[config.mk]
export PLATFORM = sky130hd
export DESIGN_NAME = dram_rd_seq
export DESIGN_NICKNAME = d
export VERILOG_FILES = /design/src/rtl/dram_rd_seq_pkg.sv /design/src/rtl/dram_rd_seq_timer.sv /design/src/rtl/dram_rd_seq_fsm.sv /design/src/rtl/dram_rd_seq_outreg.sv /design/src/rtl/dram_rd_seq.sv
export SDC_FILE = /design/constraint.sdc
export NUM_CORES = 1
export LEC_CHECK = 0
export CORE_AREA = 2 2 39 41
export CTS_BUF_LIST = sky130_fd_sc_hd__clkbuf_16
export CTS_CLUSTER_DIAMETER = 120
export DETAILED_ROUTE_END_ITERATION = 7
export DIE_AREA = 0 0 41 43
export PLACE_DENSITY = 0.63
export SYNTH_ARGS = -nofsm -noshare
export SYNTH_HDL_FRONTEND = slang
export SYNTH_SLANG_ARGS = --single-unit
[constraint.sdc]
create_clock -name clk -period 2.3 [get_ports clk]
set_input_delay 0.46 -clock clk [delete_from_list [all_inputs] [get_ports clk]]
set_output_delay 0.46 -clock clk [all_outputs]
set_load 0.005 [all_outputs]
[src/rtl/dram_rd_seq_pkg.sv]
`timescale 1ns/1ps
package dram_rd_seq_pkg;

  // One-hot phase codes; any other value is treated as corrupt.
  typedef enum logic [3:0] {
    PH_IDLE = 4'b0001,
    PH_ROW  = 4'b0010,
    PH_COL  = 4'b0100,
    PH_PRE  = 4'b1000
  } phase_e;

  typedef struct packed {
    logic ras_n;
    logic cas_n;
    logic rdy;
  } strobe_t;

  localparam strobe_t STROBE_IDLE = '{ras_n: 1'b1, cas_n: 1'b1, rdy: 1'b1};

  // Output pattern that belongs to a phase.
  function automatic strobe_t strobes_for(input phase_e ph);
    strobe_t s;
    case (ph)
      PH_ROW:  s = '{ras_n: 1'b0, cas_n: 1'b1, rdy: 1'b0};
      PH_COL:  s = '{ras_n: 1'b0, cas_n: 1'b0, rdy: 1'b0};
      PH_PRE:  s = '{ras_n: 1'b1, cas_n: 1'b1, rdy: 1'b0};
      default: s = STROBE_IDLE;
    endcase
    return s;
  endfunction

endpackage

[src/rtl/dram_rd_seq_timer.sv]
`timescale 1ns/1ps
module dram_rd_seq_timer #(
  parameter int CW = 3
) (
  input  logic          clk,
  input  logic          rst_n,
  input  logic          load,
  input  logic [CW-1:0] load_val,
  output logic          zero
);

  logic [CW-1:0] cnt_q;

  always_ff @(posedge clk or negedge rst_n) begin
    if (!rst_n)              cnt_q <= '0;
    else if (load)           cnt_q <= load_val;
    else if (cnt_q != '0)    cnt_q <= cnt_q - 1'b1;
  end

  assign zero = (cnt_q == '0);

endmodule

[src/rtl/dram_rd_seq_fsm.sv]
`timescale 1ns/1ps
module dram_rd_seq_fsm
  import dram_rd_seq_pkg::*;
#(
  parameter int ROW_CYC = 4,
  parameter int COL_CYC = 1,
  parameter int PRE_CYC = 2,
  parameter int CW      = 3
) (
  input  logic          clk,
  input  logic          rst_n,
  input  logic          req,
  input  logic          zero,
  output phase_e        st_q,
  output phase_e        st_d,
  output logic          load,
  output logic [CW-1:0] load_val
);

  localparam logic [CW-1:0] ROW_LAST = CW'(ROW_CYC - 1);
  localparam logic [CW-1:0] COL_LAST = CW'(COL_CYC - 1);
  localparam logic [CW-1:0] PRE_LAST = CW'(PRE_CYC - 1);

  always_ff @(posedge clk or negedge rst_n) begin
    if (!rst_n) st_q <= PH_IDLE;
    else        st_q <= st_d;
  end

  always_comb begin
    st_d     = st_q;
    load     = 1'b0;
    load_val = '0;
    case (st_q)
      PH_IDLE: if (req) begin
        st_d = PH_ROW; load = 1'b1; load_val = ROW_LAST;
      end
      PH_ROW: if (zero) begin
        st_d = PH_COL; load = 1'b1; load_val = COL_LAST;
      end
      PH_COL: if (zero) begin
        st_d = PH_PRE; load = 1'b1; load_val = PRE_LAST;
      end
      PH_PRE: if (zero) st_d = PH_IDLE;
      default: st_d = PH_IDLE;   // corrupt code: recover to idle
    endcase
  end

endmodule

[src/rtl/dram_rd_seq_outreg.sv]
`timescale 1ns/1ps
module dram_rd_seq_outreg
  import dram_rd_seq_pkg::*;
(
  input  logic   clk,
  input  logic   rst_n,
  input  phase_e st_d,
  output logic   ras_n,
  output logic   cas_n,
  output logic   rdy
);

  strobe_t nxt, out_q;

  assign nxt = strobes_for(st_d);

  // Look-ahead: registering the pattern of the next phase keeps the
  // outputs glitch-free without adding a cycle of latency.
  always_ff @(posedge clk or negedge rst_n) begin
    if (!rst_n) out_q <= STROBE_IDLE;
    else        out_q <= nxt;
  end

  assign ras_n = out_q.ras_n;
  assign cas_n = out_q.cas_n;
  assign rdy   = out_q.rdy;

endmodule

[src/rtl/dram_rd_seq.sv]
`timescale 1ns/1ps
module dram_rd_seq
  import dram_rd_seq_pkg::*;
#(
  parameter int ROW_CYC = 4,
  parameter int COL_CYC = 1,
  parameter int PRE_CYC = 2
) (
  input  logic clk,
  input  logic rst_n,
  input  logic req_i,
  output logic rdy_o,
  output logic ras_n_o,
  output logic cas_n_o
);

  localparam int MAXLEN = (ROW_CYC > COL_CYC) ?
                          ((ROW_CYC > PRE_CYC) ? ROW_CYC : PRE_CYC) :
                          ((COL_CYC > PRE_CYC) ? COL_CYC : PRE_CYC);
  localparam int CW = (MAXLEN > 1) ? $clog2(MAXLEN) : 1;

  phase_e          st_q, st_d;
  logic            load, zero;
  logic [CW-1:0]   load_val;

  dram_rd_seq_timer #(.CW(CW)) u_timer (
    .clk(clk), .rst_n(rst_n), .load(load), .load_val(load_val), .zero(zero)
  );

  dram_rd_seq_fsm #(
    .ROW_CYC(ROW_CYC), .COL_CYC(COL_CYC), .PRE_CYC(PRE_CYC), .CW(CW)
  ) u_fsm (
    .clk(clk), .rst_n(rst_n), .req(req_i), .zero(zero),
    .st_q(st_q), .st_d(st_d), .load(load), .load_val(load_val)
  );

  dram_rd_seq_outreg u_out (
    .clk(clk), .rst_n(rst_n), .st_d(st_d),
    .ras_n(ras_n_o), .cas_n(cas_n_o), .rdy(rdy_o)
  );

endmodule

* Word-level counts from Yosys, hierarchy flattened
Index checks and enable logic that the tools add are counted.
Word-level totals: flip-flop bits (word level) 9, bits of input ports 3, output and inout port bits 3, logic and storage cells 31
Cells by class: $add $sub $neg 1, eq/ne operators 7, mux-type cells 14, reduce and logical (&&, ||, !) cells 4
Operator list (number):
- $mux W4 | 4
- $pmux W4 S4 | 1
- $pmux W3 S3 | 1
- $eq A4 B2 Y1 const B | 2
- $eq A4 B3 Y1 const B | 2
- $eq A4 B4 Y1 const B | 2
- $mux W2 | 3
- $eq A4 B1 Y1 const B | 1
- $pmux W2 S2 | 1
- $reduce_bool A2 Y1 | 2
- $mux W1 | 3
- $logic_not A2 Y1 | 1
- $pmux W1 S2 | 1
- $reduce_or A2 Y1 | 1
- $sub A2 B1 Y2 const B | 1

* Logic depth before layout (Yosys ltp)
depth in word-level cells 5, mapped depth 6, mapped depth without buffers 5

* By module
A second synthesis with hierarchy kept.
Unflattened totals: cells, all modules 52, area total of the unflattened synthesis 513.0 µm²
Modules (own cells, without submodules):
- dram_rd_seq_fsm | times used 1, cells an instance 31, area an instance 276.5 µm², seq. area each 101.3 µm²
- dram_rd_seq_outreg | times used 1, cells an instance 9, area an instance 122.6 µm², seq. area each 78.8 µm²
- dram_rd_seq_timer | times used 1, cells an instance 12, area an instance 113.9 µm², seq. area each 50.0 µm²

* Worst setup path before layout
OpenSTA, ideal clock, no wires.
path kind register to register, start point register u_fsm.st_q[3], end point register u_timer.cnt_q[0], setup time 131 ps, data arrival time 1512 ps, data required time 2169 ps, path slack 657 ps, cell stages (with the launch flop) 5, path buffers 1, clock period less this slack 1643 ps, cells stage by stage dfrtp_1 > buf_6 > or4b_4 > and3_1 > or3_1
Between the ends: cells in the longest elaborated chain, start to end 4, elaborated cells on any way between the ends 8, those cells by class eq/ne: 3; mux: 3; reduce/logical: 2
Ends and longest elaborated chain:
- start: declaration | RTL line dram_rd_seq_fsm.sv:14 | output phase_e st_q,
- start signal: assignment | RTL line dram_rd_seq_fsm.sv:26 | else st_q <= st_d;
- $eq A4 B2 Y1 or $eq A4 B3 Y1 (tied branches) | RTL line dram_rd_seq_fsm.sv:33 | case (st_q)
- $reduce_or A2 Y1 (no line)
- $pmux W1 S2 | RTL line dram_rd_seq_fsm.sv:33
- $mux W2 or $reduce_bool A2 Y1 (tied branches)
- end signal: assignment | RTL line dram_rd_seq_timer.sv:16 | else if (load) cnt_q <= load_val;
- end signal: assignment | RTL line dram_rd_seq_timer.sv:17 | else if (cnt_q != '0) cnt_q <= cnt_q - 1'b1;
- end: declaration | RTL line dram_rd_seq_timer.sv:12 | logic [CW-1:0] cnt_q;
Several ways; a longest one is shown, not always the timed one. A chain may end at the register's enable or synchronous reset.

* Worst setup path in the final report
start point register u_fsm.st_q[1], end point register u_timer.cnt_q[0]
Same word-level chain as after synthesis.

==> implementation parameters <==
Parameter                              Value

Final layout
  Ant diodes    0
  Top library cells by usage in the layout, fill and taps aside    5 x sky130_fd_sc_hd__clkdlybuf4s50_1, 5 x sky130_fd_sc_hd__dfrtp_1, 4 x sky130_fd_sc_hd__nand3b_1, 4 x sky130_fd_sc_hd__inv_1, 4 x sky130_fd_sc_hd__dfstp_2
  # nets final    52
  Area of all placed cells without fillers    582 sq um
  Final cell utilization of the core    a little over two fifths
  Signed area change from the synthesized netlist to the final layout    27.4%
  Proportion of layout cells with a drive suffix above 1    ~17%

Worst setup path
  Worst Path Max Fanout    12
  Crit path capture type    register
  Worst EP arrival    1.81 ns
  WP data required    2.41 ns
  Worst setup path category    register to register
  CP startpoint kind    register
  Setup slack of the worst register-to-register path    0.60 ns

CTS
  TritonCTS buffer count    3
  Clk sinks    9
  Post-CTS Hold Fix Bufs    0
  Clock tree from TritonCTS    done
  Buffer count from post-CTS setup fixing    0
  Clk_lat worst skew    ~0.23 ns
  Clk Tree Root Cell    sky130_fd_sc_hd__clkbuf_16
  Largest buffer count on any clock path    2
  H-tree depth    1
  Total of cells resized after clock tree synthesis    0
  Clock edge transition at the registers on the reported setup and hold paths    0.04 ns

GRT
  Global-route wire length before repair    1.22 mm
  Number of global-route vias before repair    about 270
  GRT Total Usage    between 10% and 20%
  Pin count of the biggest net entering global routing    13
  Total congestion overflow after global routing    0
  Antenna violations before repair    0

Detailed routing
  Met2 wire length    367 microns
  Detailed-route wire length    ~800 microns
  Highest routing layer actually used    met3
  Post-detailed-route count of antenna-violating nets    0
  Via count of the routed design    316
  Metal1 wirelength    roughly 380 microns
  Met3 WL    between 30 and 40 microns
  DR pass1 iterations    2
  Post-DR wirelength/cell    12.4 microns
  Vias/cell    roughly 5.0
  Number of DRC violations after detailed-routing iteration 0    7
  DR DRC count    0

Synthesis
  Synth cell types    22
  Proportion of synthesized chip area in sequential cells    50.4%
  Avg Inst Size Synth    10.9 sq um
  Cells after Synth    between 40 and 50
  Post-Syn Area    roughly 460 sq um
  Post-synthesis net count    46
  Register bit count reported by yosys    9
  Yosys warnings    0

Flow run
  MaxCap Viol Count    0

Power and ir drop
  Power density cells    1400 nW/um^2
  Maximum resistive drop on vdd    0.000559 V
  Static leakage    between 0.2 and 0.25 nW

STA
  Max-slew headroom    72.0%
  Worst Clk Skew    ~0.0054 ns
  Highest clock frequency the design can meet    589 MHz
  Unrepaired setup endpoints after global routing    no
  Final slew viol count    0
  Final critical-path share of the clock period    about three quarters
  Clock period minus worst slack    about 1.7 ns
  Number of hold violations in the final report    0
  Final setup vio count    0
  Final critical-path setup slack    approximately 0.60 ns
  Transition at the pin with the smallest max-transition slack    0.419 ns
  Setup_tns    0 ns

Floorplanning
  Chip Width    41 microns
  Die ar.    about 1800 sq um
  Initial core utilization    33.0%
  CORE AREA    about 1400 sq um
  Row count    14
  I/O pin total    6
  Vertical die dimension    approximately 43 microns

Placement
  Placement Cell Area    503 sq um
  Detailed placement HPWL    549 microns
  Number of buffers added on ports    5
  Final Wtd Congestion    ~0.67
  Dpl ws    roughly 0.62 ns

Worst hold path
  Path category of the worst min-delay check    primary input to async pin

Status
  Outcome    finished clean
cells in the mapped netlist, drive strengths merged:
master	count	share of area, %
nor2	3	2.5
o21ai	2	2.2
buf	2	3.6
nand3	1	1.1
dfstp	4	23
or4b	1	3.0
o32ai	1	1.9
o32a	3	6.6
a211oi	3	4.9
o31ai	1	1.6
clkbuf	2	1.6
or3b	1	1.9
nor2b	1	1.4
and3	1	1.4
dfrtp	5	27
nand3b	4	6.6
or3	1	1.4
ha	1	2.7
nand2	1	0.82
inv	3	2.5
and3b	1	1.9
kinds of logic after synthesis:
logic type | Yosys count | share of synthesized area [%]
and+or+nand+nor | 15 | 21.9
AOI/OAI and AO/OA | 10 | 17.3
DFF | 9 | 50.4
buffers and inverters | 7 | 7.67
adders and majority gates | 1 | 2.74
final timing paths:
path | to | start | cells past startpoint
max in group asynchronous | u_out.cas_n | rst_n | 1
min reg2reg | u_timer.cnt_q[1] | u_timer.cnt_q[1] | 2
min in group clk | u_timer.cnt_q[1] | u_timer.cnt_q[1] | 2
max reg2reg | u_timer.cnt_q[0] | u_fsm.st_q[1] | 3
max | u_timer.cnt_q[0] | u_fsm.st_q[1] | 3
min | u_timer.cnt_q[1] | rst_n | 1
cell type report:
| type | instances | area [sq um] |
|---|---|---|
| sequential | 9 | 230 |
| fill | 140 | 802 |
| timing repair buffer | 5 | 50.0 |
| multi-input combinational | 26 | 191 |
| clock inverter | 1 | 3.75 |
| tap | 16 | 20.0 |
| inverter | 3 | 11.3 |
| clock buffer | 3 | 75.1 |
routing by layer:
metal	vias to the layer above	global-route usage, %
met3	0	6.28
met5	-	0
li1	164	-
met4	0	6.00
met2	4	14.4
met1	148	14.7
state kept, by name, indices dropped and copies added (netlist names):
name	cells
u_fsm.st_q	4
u_out.cas_n	1
u_out.ras_n	1
u_out.rdy	1
u_timer.cnt_q	2
power by group:
| group | leakage (nW) | internal [mW] | switching (mW) |
|---|---|---|---|
| Sequential | 0.105 | 0.233 | 0.0608 |
| Combinational | 0.0874 | 0.128 | 0.0925 |
| Clock | 0.0423 | 0.227 | 0.0723 |
| Total | 0.235 | 0.588 | 0.226 |
through the flow:
stage | hold WS [ns] | total power, mW | instances
6_report | 0.531 | 0.814 | 63
2_1_floorplan | 0.164 | 0.446 | 42
5_1_grt | 0.579 | 0.864 | 63
4_1_cts | 0.540 | 0.828 | 63
3_3_place_gp | 0.575 | 0.516 | 59
3_5_place_dp | 0.578 | 0.520 | 59
worst max-delay path: stages (launching register included):
cell	delay (ns)
sky130_fd_sc_hd__dfrtp_1	0.52
sky130_fd_sc_hd__or4b_4	0.52
sky130_fd_sc_hd__and3_1	0.19
sky130_fd_sc_hd__or3_1	0.35
(Power assumes the default switching activity.)
